==> src/rtl/sg_rx_walker.sv <==
module sg_rx_walker #(
  parameter int AW = 32,
  parameter int PW = 16,
  parameter int NUW = 5
) (
  input  logic          clk,
  input  logic          rst_n,
  input  logic          chan_run,
  input  logic          chan_idle,
  input  logic [AW-1:0] cur_ptr_i,
  input  logic [AW-1:0] tail_ptr_i,
  input  logic          pkt_start,
  input  logic [PW-1:0] pkt_len,
  input  logic [7:0]    in_byte,
  output logic          in_pop,
  input  logic          uw_valid,
  input  logic [31:0]   uw_data,
  input  logic          uw_last,
  output logic          uw_err,
  output logic          mem_req,
  output logic          mem_we,
  output logic [AW-1:0] mem_addr,
  output logic [3:0]    mem_be,
  output logic [31:0]   mem_wdata,
  input  logic          mem_ack,
  input  logic [31:0]   mem_rdata,
  output logic [AW-1:0] cur_ptr_o,
  output logic          busy,
  output logic          halt_set,
  output logic          idle_set,
  output logic          frame_done,
  output logic          xfer_done,
  output logic [PW-1:0] xfer_bytes
);
  localparam int LENW = 23;
  localparam int UIW = $clog2(NUW + 2);
  localparam logic [AW-1:0] OFF_BUF  = AW'(8);
  localparam logic [AW-1:0] OFF_CTRL = AW'(24);
  localparam logic [AW-1:0] OFF_STAT = AW'(28);
  localparam logic [AW-1:0] OFF_APP  = AW'(32);

  typedef enum logic [3:0] {
    S_IDLE, S_STAT, S_CTRL, S_BUF, S_NEXT, S_DATA, S_APP, S_WSTAT, S_ADV, S_FIN
  } st_t;

  st_t            state;
  logic [AW-1:0]  cur, tail, nxt, bufa;
  logic [PW-1:0]  rem, acc, chunk;
  logic [31:0]    stat_w;
  logic           first;
  logic [UIW-1:0] aidx;
  logic [UIW-1:0] ucnt;
  logic [31:0]    app_w  [NUW];
  logic [31:0]    shadow [NUW];

  wire [LENW-1:0] ctl_len = mem_rdata[LENW-1:0];
  wire [LENW-1:0] rem_x   = LENW'(rem);
  wire [PW-1:0]   clip    = (ctl_len < rem_x) ? PW'(ctl_len) : rem;
  wire            ack     = mem_req && mem_ack;

  assign busy       = state != S_IDLE;
  assign xfer_done  = state == S_FIN;
  assign xfer_bytes = acc;
  assign cur_ptr_o  = cur;
  assign mem_req    = state inside {S_STAT, S_CTRL, S_BUF, S_NEXT, S_DATA, S_APP, S_WSTAT};
  assign mem_we     = state inside {S_DATA, S_APP, S_WSTAT};
  assign in_pop     = (state == S_DATA) && mem_ack;

  always_comb begin
    mem_addr  = cur;
    mem_be    = 4'hF;
    mem_wdata = '0;
    case (state)
      S_STAT:  mem_addr = cur + OFF_STAT;
      S_CTRL:  mem_addr = cur + OFF_CTRL;
      S_BUF:   mem_addr = cur + OFF_BUF;
      S_NEXT:  mem_addr = cur;
      S_DATA: begin
        mem_addr  = {bufa[AW-1:2], 2'b00};
        mem_be    = 4'b0001 << bufa[1:0];
        mem_wdata = {4{in_byte}};
      end
      S_APP: begin
        mem_addr  = cur + OFF_APP + AW'({aidx, 2'b00});
        mem_wdata = app_w[aidx];
      end
      S_WSTAT: begin
        mem_addr  = cur + OFF_STAT;
        mem_wdata = stat_w | 32'h8000_0000 | ({31'd0, first} << 27)
                  | ({31'd0, rem == '0} << 26);
      end
      default: ;
    endcase
  end

  always_ff @(posedge clk or negedge rst_n) begin
    if (!rst_n) begin
      state      <= S_IDLE;
      cur        <= '0;
      tail       <= '0;
      nxt        <= '0;
      bufa       <= '0;
      rem        <= '0;
      acc        <= '0;
      chunk      <= '0;
      stat_w     <= '0;
      first      <= 1'b0;
      aidx       <= '0;
      halt_set   <= 1'b0;
      idle_set   <= 1'b0;
      frame_done <= 1'b0;
    end else begin
      halt_set   <= 1'b0;
      idle_set   <= 1'b0;
      frame_done <= 1'b0;
      case (state)
        S_IDLE:
          if (pkt_start) begin
            acc   <= '0;
            first <= 1'b1;
            rem   <= pkt_len;
            if (chan_run && !chan_idle && pkt_len != '0) begin
              cur   <= cur_ptr_i;
              tail  <= tail_ptr_i;
              state <= S_STAT;
            end else begin
              state <= S_FIN;
            end
          end
        S_STAT:
          if (ack) begin
            if (mem_rdata[31]) begin
              halt_set <= 1'b1;
              state    <= S_FIN;
            end else begin
              stat_w <= mem_rdata;
              state  <= S_CTRL;
            end
          end
        S_CTRL:
          if (ack) begin
            chunk <= clip;
            state <= S_BUF;
          end
        S_BUF:
          if (ack) begin
            bufa  <= mem_rdata[AW-1:0];
            state <= S_NEXT;
          end
        S_NEXT:
          if (ack) begin
            nxt   <= mem_rdata[AW-1:0];
            state <= (chunk != '0) ? S_DATA : S_WSTAT;
          end
        S_DATA:
          if (ack) begin
            bufa  <= bufa + AW'(1);
            chunk <= chunk - PW'(1);
            rem   <= rem - PW'(1);
            acc   <= acc + PW'(1);
            if (chunk == PW'(1)) begin
              if (rem == PW'(1)) begin
                frame_done <= 1'b1;
                aidx       <= '0;
                state      <= S_APP;
              end else begin
                state <= S_WSTAT;
              end
            end
          end
        S_APP:
          if (ack) begin
            aidx <= aidx + UIW'(1);
            if (aidx == UIW'(NUW - 1)) state <= S_WSTAT;
          end
        S_WSTAT:
          if (ack) state <= S_ADV;
        S_ADV: begin
          first <= 1'b0;
          cur   <= nxt;
          if (cur == tail) begin
            idle_set <= 1'b1;
            state    <= S_FIN;
          end else if (rem == '0) begin
            state <= S_FIN;
          end else begin
            state <= S_STAT;
          end
        end
        S_FIN:   state <= S_IDLE;
        default: state <= S_IDLE;
      endcase
    end
  end

  wire burst_end = uw_valid && uw_last;
  wire burst_ok  = ucnt == UIW'(NUW - 1);

  always_ff @(posedge clk or negedge rst_n) begin
    if (!rst_n) begin
      ucnt   <= '0;
      uw_err <= 1'b0;
    end else begin
      uw_err <= burst_end && !burst_ok;
      if (burst_end)     ucnt <= '0;
      else if (uw_valid) ucnt <= (ucnt == '1) ? ucnt : ucnt + UIW'(1);
    end
  end

  for (genvar k = 0; k < NUW; k++) begin : g_uw
    always_ff @(posedge clk or negedge rst_n) begin
      if (!rst_n) begin
        shadow[k] <= '0;
        app_w[k]  <= '0;
      end else begin
        if (uw_valid && ucnt == UIW'(k)) shadow[k] <= uw_data;
        if (burst_end && burst_ok)
          app_w[k] <= (k == NUW - 1) ? uw_data : shadow[k];
      end
    end
  end
endmodule

==> config.mk <==
export PLATFORM = sky130hd
export DESIGN_NAME = sg_rx_walker
export DESIGN_NICKNAME = d
export VERILOG_FILES = /design/src/rtl/sg_rx_walker.sv
export SDC_FILE = /design/constraint.sdc
export NUM_CORES = 1
export LEC_CHECK = 0
export BUFFER_PORTS_ARGS = -buffer_cell sky130_fd_sc_hd__clkbuf_2
export CAP_MARGIN = 20
export CORE_MARGIN = 5
export CORE_UTILIZATION = 38
export DETAILED_ROUTE_END_ITERATION = 12
export PLACE_DENSITY_LB_ADDON = 0.12
export REMOVE_ABC_BUFFERS = 1
export SYNTH_ARGS = -nofsm -noshare
export SYNTH_HDL_FRONTEND = slang
export SYNTH_SLANG_ARGS = --single-unit
==> constraint.sdc <==
create_clock -name clk -period 3.1 [get_ports clk]
set_input_delay 0.155 -clock clk [delete_from_list [all_inputs] [get_ports clk]]
set_output_delay 0.155 -clock clk [all_outputs]
set_load 0.01 [all_outputs]
; Word level (Yosys, flattened, before mapping)
; Index checks and enable logic that the tools add are counted.
; Widths: inputs -> output; s select.
[word_totals]
output_inout_bits = 125
elab_cells = 171
input_bits = 160
regBits = 510
[op_classes]
bitwise = 4
eq_ne = 31
n_lt_le_gt_ge = 2
muxes = 58
n_reduce_logical = 39
addsub = 11
shifts = 1
[op_table]
columns = op, n
row1 = $mux 32, 6
row2 = $pmux 32 s5, 1
row3 = $pmux 32 s2, 2
row4 = $mux 16, 7
row5 = $bmux 32 s3, 1
row6 = $pmux 16 s2, 3
row7 = $pmux 32 s3, 1
row8 = $add 32x5->32 const B, 2
row9 = $mux 4, 15
row10 = $pmux 4 s9, 1
row11 = $add 32x1->32 const B, 1
row12 = $add 32x4->32 const B, 1
row13 = $add 32x5->32, 1
row14 = $add 32x6->32 const B, 1
row15 = $eq 16x1->1 const B, 2
row16 = $eq 32x32->1, 1
row17 = $or 32x27->32, 1
row18 = $or 32x28->32, 1
row19 = $reduce_bool 16->1, 2
row20 = $sub 16x1->16 const B, 2
row21 = $lt 23x16->1, 1
row22 = $mux 3, 7
row23 = $ne 2x2->1 const B, 10
row24 = $reduce_and 3->1, 6
row25 = other kinds (31), 70

; Depth between registers and ports, before layout
; Gate-level depths: netlist of run 1.
[depth]
ltp_word = 6
depth_mapped = 11

; Worst setup path before layout of run 1
; OpenSTA, ideal clock, no wires.
[synth_path]
path_kind = register to output
from = register aidx[1]
to = output mem_addr[18]
arrival_time_ns = 2.831
required_ns = 2.945
stages_incl_launch_ff = 11
setup_slack_ns = 0.114
cell_sequence = dfrtp_1 clkbuf_1 buf_1 inv_1 fa_1 nor2b_1 nor3_1 o221a_4 nor2_1 nand3_1 o311ai_0
[synth_via]
elab_chain_cells = 2
[synth_lines]
columns = element, line
row1 = start: declaration, 51  ; logic [UIW-1:0] aidx;
row2 = start signal: assignment, 173  ; aidx <= aidx + UIW'(1);
row3 = $add 32x5->32, 84  ; mem_addr = cur + OFF_APP + AW'({aidx, 2'b00});
row4 = $pmux 32 s5, 73  ; case (state)
row5 = end: declaration, 22  ; output logic [AW-1:0] mem_addr,
; No other way between the ends.

; Final worst setup path of run 1
[layout_path]
from = register state[1]
to = output mem_addr[28]
[layout_via]
elab_chain_cells = 3
[layout_lines]
columns = element, line
row1 = start: declaration, 46  ; st_t state;
row2 = start signal: assignment, 153  ; state <= (chunk != '0) ? S_DATA : S_WSTAT;
row3 = $eq 4x1->1 or $eq 4x3->1 (tied branches), 73
row4 = $reduce_or 2->1 (no line), --
row5 = $pmux 32 s5 (*), 73
; Mark *: on every way between the ends. The rest lies on a longest branch, timed or not.

==> flow_summary_export.csv, run 1 <==
group,metric,value,unit
worst_setup_path,critPathKind,"reg2out",
global_routing,grt_pass1_vias,21340,
floorplanning,core,67040,um^2
sta,slew_violations,0,
sta,setup_violations,9,
sta,fin_crit,3191,ps
synth,ys_ff_latch,510,
placement,gp_congestion,0.8954,
sta,fmax,313.4,MHz
synth,synthFlopType,"dfrtp_1",
global_routing,grt.overflow.total,0,
floorplanning,die_w,269.9,um
synth,synthSimpleGateAreaFrac,0.1070,
synth,synthCells,2290,
synth,synth.area.mux_share,0.2161,
synth,avgSynthCellArea,11.21,um^2
synth,synthTopCellsByArea,"dfrtp_1 50%, mux2_2 17%, a21oi_1 3.2%",
floorplanning,dieHeight,269.9,um
synth,synth_xor_area_frac,0.01570,
clocking,cts_max_path_buffers,3,
clocking,path_clk_slew,60,ps
power_and_ir_drop,p_total,32.26,mW
drt,finalWirelength,89550,um
drt,dr.pass1.iters,6,
clocking,root_buffer,"clkbuf_16",
worst_setup_path,endpoint,"mem_addr[28]",
worst_setup_path,endpoint_kind,"primary output",
cells_and_area,area_growth,28.35,%
global_routing,grt_usage,0.2402,
synth,synth_top_family_by_area,"multiplexers",
power_and_ir_drop,p_leak,14.69,nW
worst_setup_path,crit_fanout,32,
cells_and_area,drive_above_1_share,0.3763,
worst_setup_path,r2r_end,"state[0]",
drt,drc,0,
placement,dp_hpwl,63010,um
synth,synthesis.area,25660,um^2
worst_setup_path,ff2ff_setup_slack,260,ps
clocking,numCtsBuffers,57,
floorplanning,rows,95,
sta,rsz0062_at_grt,"true",
worst_setup_path,ff2ff_path_depth,6,
run_status,outcome,"finished with violations",
floorplanning,dieArea,72820,um^2
cells_and_area,most-common-layout-cells,"493 x dfrtp_1, 384 x mux2_2, 274 x clkbuf_2",
synth,yosys.area.top_type_share,0.4973,
sta,finalClockSkew,19.29,ps
placement,portBuffers,284,
synth,synth_compound_area_frac,0.1133,
sta,worst_slack,-91.13,ps
clocking,cts_sinks,510,
cells_and_area,num-nets-final,2974,
worst_setup_path,worstSetupStartpointType,"flip-flop",
synth,async_flop_share,1.000,
global_routing,grt_max_degree,130,
cells_and_area,final_util,0.4913,
clocking,h-tree-depth,2,
sta,hold_violations,0,
drt,drt-initial-drc-count,1567,
cells_and_area,final_common_cell,"dfrtp_1",
flow_run,drv_cap,0,
synth,ys_types,80,
power_and_ir_drop,cellPowerDensity,979.5,nW/um^2
worst_setup_path,setup.worst_path.start,"state[1]",
drt,ant_nets,0,
sta,slew-limit-headroom,0.4804,
worst_setup_path,r2r-start,"chunk[12]",
worst_setup_path,critPathRequiredTime,2940,ps
worst_hold_path,hp-class,"in2reg",
clocking,tritoncts,"yes",
drt,viasPerCell,5.594,
cells_and_area,stdcell_area,32940,um^2
placement,postPlaceCellArea,28630,um^2
synth,yosys_warnings,0,
synth,synth-edff-count,0,
run_status,violations,"setup timing",
global_routing,grt_pass1_wl,136900,um
worst_setup_path,worst_ep_arrival_time,3040,ps
synth,yosysTopAreaCell,"dfrtp_1",
synth,synth_fa_ha_area_frac,0.02009,
sta,min_period_over_period,1.029,
floorplanning,start_util,0.3828,
power_and_ir_drop,ir_drop,0.4753,mV
clocking,clock_latency,630,ps
global_routing,grt_antenna_before_repair,6,
floorplanning,ios,285,
synth,ys_seq_area_frac,0.4973,
drt,wl_per_cell,24.21,um
drt,vias,20693,
sta,worst-slew-pin-transition,772.3,ps
## how the worst min path moves through the flow
stage	startpoint	to	cells after the start
2_1_floorplan	rst_n	aidx[0]	0
3_3_place_gp	rst_n	tail[12]	1
3_5_place_dp	rst_n	tail[12]	1
4_1_cts	mem_rdata[5]	stat_w[5]	3
5_1_grt	mem_rdata[5]	stat_w[5]	3
6_report	mem_rdata[5]	stat_w[5]	3
## flip-flops by register name, summed over array words and instances (netlist names)
signal / count
aidx: 3
app_w: 160
bufa: 32
chunk: 16
cur_ptr_o: 32
first: 1
frame_done: 1
halt_set: 1
idle_set: 1
nxt: 32
rem: 16
shadow: 128
stat_w: 31
state: 4
tail: 32
ucnt: 3
uw_err: 1
xfer_bytes: 16
## cell families (layout without fill, tap and decap cells)
| logic type | after synthesis | after routing |
|---|---|---|
| muxes | 466 | 466 |
| buffers and inverters | 196 | 728 |
| and+or+nand+nor | 557 | 557 |
| DFF | 510 | 510 |
| other | 0 | 4 |
| AOI/OAI and AO/OA | 475 | 475 |
| xor gates and xnor gates | 46 | 46 |
| adders and majority gates | 40 | 40 |
## timing repair
action / 4_1_cts / 5_1_grt
cloned: 0 / 1
hold buffers: 142 / 0
endpoints found under the hold margin: 369 / 0
pin swaps: 16 / 32
buffers inserted: 13 / 30
resized for setup: 77 / 72
setup endpoints to repair: 58 / 48
## final cells by class
| type | count | area [um^2] |
|---|---|---|
| fill | 6113 | 34100 |
| sequential | 510 | 12780 |
| multi-input combinational | 1584 | 12570 |
| timing repair buffer | 578 | 4347 |
| clock buffer | 83 | 1665 |
| tap | 873 | 1092 |
| clock inverter | 24 | 307.8 |
| inverter | 43 | 161.4 |
| antenna | 4 | 10.01 |
## Yosys cell counts, drive strengths merged, types with 37 or more instances
cell / count
o21ai: 132
a21oi: 165
a22oi: 37
dfrtp: 510
inv: 42
clkbuf: 94
mux2: 384
buf: 59
nor2: 126
xnor2: 37
nand3: 43
ha: 38
nand4: 39
nand2: 184
mux2i: 50
## per-layer routing
metal  track usage  share of wire  wire length (um)  up-vias
met5             0        0.00015                13        -
met4       0.06124          0.025              2203        2
met3       0.03873          0.057              5082      135
met2        0.4005           0.48             43140      657
met1        0.3292           0.44             39110    10521
li1              -              -                 -     9378
## power by group
group	switching, mW	internal, mW
Combinational	7.40	6.26
Sequential	2.14	9.41
Clock	2.89	4.16
## per-stage QoR
stage | hold WS [ps] | TNS, ps | cells | worst slack [ps]
final | 41.87 | -392.7 | 3699 | -91.13
after global routing | 22.39 | -1767 | 3697 | -185.2
after CTS | 6.033 | -1140 | 3663 | -123.0
after detailed placement | 197.5 | 0 | 3401 | 182.6
after global placement | 184.1 | 0 | 3401 | 229.3
after floorplan | -140.6 | -721210 | 2137 | -3790
## worst max-delay path, cell delays in order (launching register included)
cell      delay (ps)
dfrtp_2          430
buf_8            260
nor2b_2          240
nand2_1          210
o221a_4          330
nand2b_4         160
or4_1            520
nand3_2          110
clkbuf_2         140
Power figures use the tool's default switching activity.
==> run 2, diff against run 1 <==
--- a/config.mk
+++ b/config.mk
@@ -7,8 +7,11 @@
 export LEC_CHECK = 0
 export BUFFER_PORTS_ARGS = -buffer_cell sky130_fd_sc_hd__clkbuf_2
 export CAP_MARGIN = 20
+export CELL_PAD_IN_SITES_DETAIL_PLACEMENT = 1
+export CELL_PAD_IN_SITES_GLOBAL_PLACEMENT = 1
 export CORE_MARGIN = 5
 export CORE_UTILIZATION = 38
+export CTS_CLUSTER_DIAMETER = 80
 export DETAILED_ROUTE_END_ITERATION = 12
 export PLACE_DENSITY_LB_ADDON = 0.12
 export REMOVE_ABC_BUFFERS = 1
==> flow_summary_export.csv, run 2 (synthesis results as in run 1) <==
group,metric,value,unit
run_status,outcome,"finished with violations",
run_status,violations,"setup timing",
cells_and_area,most-common-layout-cells,"493 x dfrtp_1, 384 x mux2_2, 272 x clkbuf_2",
worst_hold_path,hp-class,"in2reg",
sta,slew-limit-headroom,0.4762,
power_and_ir_drop,ir_drop,0.5285,mV
worst_setup_path,worst_ep_arrival_time,3020,ps
worst_setup_path,crit_fanout,4,
clocking,numCtsBuffers,58,
floorplanning,dieArea,72820,um^2
floorplanning,rows,95,
sta,whs,34.06,ps
clocking,cts_max_path_buffers,3,
drt,drt-initial-drc-count,1357,
clocking,tritoncts,"yes",
cells_and_area,reg_top3,"app_w x160, shadow x128",
drt,finalWirelength,95420,um
cells_and_area,area_growth,28.52,%
worst_setup_path,endpoint_kind,"primary output",
floorplanning,ios,285,
worst_setup_path,r2r_end,"chunk[12]",
global_routing,grt_usage,0.2552,
worst_setup_path,ff2ff_path_depth,8,
placement,gp_congestion,0.8728,
global_routing,grt_max_degree,90,
sta,rsz0062_at_grt,"true",
sta,fin_crit,3172,ps
global_routing,grt_antenna_before_repair,2,
worst_setup_path,critPathKind,"reg2out",
worst_setup_path,ff2ff_setup_slack,310,ps
worst_setup_path,worstSetupStartpointType,"flip-flop",
worst_setup_path,r2r-start,"rem[15]",
floorplanning,core,67040,um^2
cells_and_area,final_util,0.4919,
sta,fmax,315.2,MHz
cells_and_area,final_common_cell,"dfrtp_1",
sta,finalClockSkew,36.15,ps
sta,setup_violations,9,
drt,ant_nets,0,
worst_setup_path,endpoint,"mem_addr[20]",
cells_and_area,largest-register,"app_w",
cells_and_area,num-nets-final,2966,
drt,vias,20944,
drt,wl_per_cell,25.89,um
power_and_ir_drop,p_total,32.66,mW
global_routing,grt.overflow.total,0,
drt,drc,0,
cells_and_area,largest_register_ff_count,160,
sta,worst_slack,-72.46,ps
sta,slew_violations,0,
global_routing,grt_pass1_vias,22706,
sta,worst-slew-pin-transition,785.7,ps
drt,dr.pass1.iters,5,
sta,min_period_over_period,1.023,
power_and_ir_drop,p_leak,14.67,nW
floorplanning,start_util,0.3828,
cells_and_area,n_antenna_cell,0,
worst_setup_path,setup.worst_path.start,"cur_ptr_o[4]",
clocking,clock_latency,650,ps
floorplanning,die_w,269.9,um
clocking,h-tree-depth,2,
placement,portBuffers,284,
sta,setup_tns,-245.1,ps
flow_run,drv_cap,0,
drt,viasPerCell,5.682,
sta,hold_violations,0,
worst_setup_path,critPathRequiredTime,2940,ps
cells_and_area,drive_above_1_share,0.3804,
clocking,root_buffer,"clkbuf_16",
clocking,path_clk_slew,60,ps
power_and_ir_drop,cellPowerDensity,990.4,nW/um^2
clocking,cts_sinks,510,
placement,dp_hpwl,66410,um
floorplanning,dieHeight,269.9,um
global_routing,grt_pass1_wl,145100,um
-- run 2: changes by cell type in the layout (fill, tap and decap cells not counted), moves of 4 or more --
cell	before	now
a21oi_2	5	12
diode_2	4	0
buf_4	121	113
a21oi_1	159	151
-- run 2: worst min path at each step --
stage	cells after the start	slack, ps	to	startpoint
5_1_grt	3	20	halt_set	mem_ack
3_5_place_dp	1	220	tail[10]	rst_n
4_1_cts	3	2	halt_set	mem_ack
6_report	3	30	halt_set	mem_ack
3_3_place_gp	1	210	tail[10]	rst_n
2_1_floorplan	0	-140	aidx[0]	rst_n
-- run 2: through the flow --
stage / instances / area, um^2 / worst slack (ps)
4_1_cts: 3668 / 32630 / -95.84
6_report: 3686 / 32980 / -72.46
5_1_grt: 3686 / 32980 / -177.2
3_5_place_dp: 3397 / 28560 / 166.2
2_1_floorplan: 2137 / 25040 / -3790
3_3_place_gp: 3397 / 28560 / 210.9
-- run 2: critical path, stage by stage (launching register included) --
cell,delay (ps)
dfrtp_1,440
ha_1,440
nor2b_4,270
o311ai_2,100
a221o_1,430
o21bai_4,190
o211ai_1,190
o311ai_2,150
buf_2,180
-- run 2: final cells by class --
| class | count | area, um^2 |
|---|---|---|
| Sequential cell | 510 | 12780 |
| Clock inverter | 24 | 280.3 |
| Tap cell | 873 | 1092 |
| Fill cell | 7154 | 34060 |
| Multi-Input combinational cell | 1585 | 12740 |
| Clock buffer | 83 | 1665 |
| Inverter | 43 | 161.4 |
| Timing Repair Buffer | 568 | 4260 |
-- run 2: metal layers --
layer | vias up | wire (um) | GRT usage
li1 | 9344 | - | -
met2 | 504 | 47510 | 0.4409
met4 | 4 | 1861 | 0.05324
met3 | 115 | 4291 | 0.03571
met1 | 10977 | 41730 | 0.3450
met5 | - | 34 | 0
-- run 2: repair_timing --
item | CTS | global route
setup endpoints to repair | 61 | 51
setup buffers | 20 | 19
hold buffers | 143 | 0
gates cloned | 2 | 0
hold endpoints to repair | 377 | 0
gates resized for setup | 124 | 65
pin swaps | 34 | 28
-- run 2: power by group --
group / total [mW] / internal, mW / switching (mW) / leakage (nW)
logic: 14.0 / 6.27 / 7.71 / 7.38
registers: 11.7 / 9.41 / 2.28 / 6.32
clock network: 7.00 / 4.07 / 2.93 / 0.963
total: 32.7 / 19.8 / 12.9 / 14.7
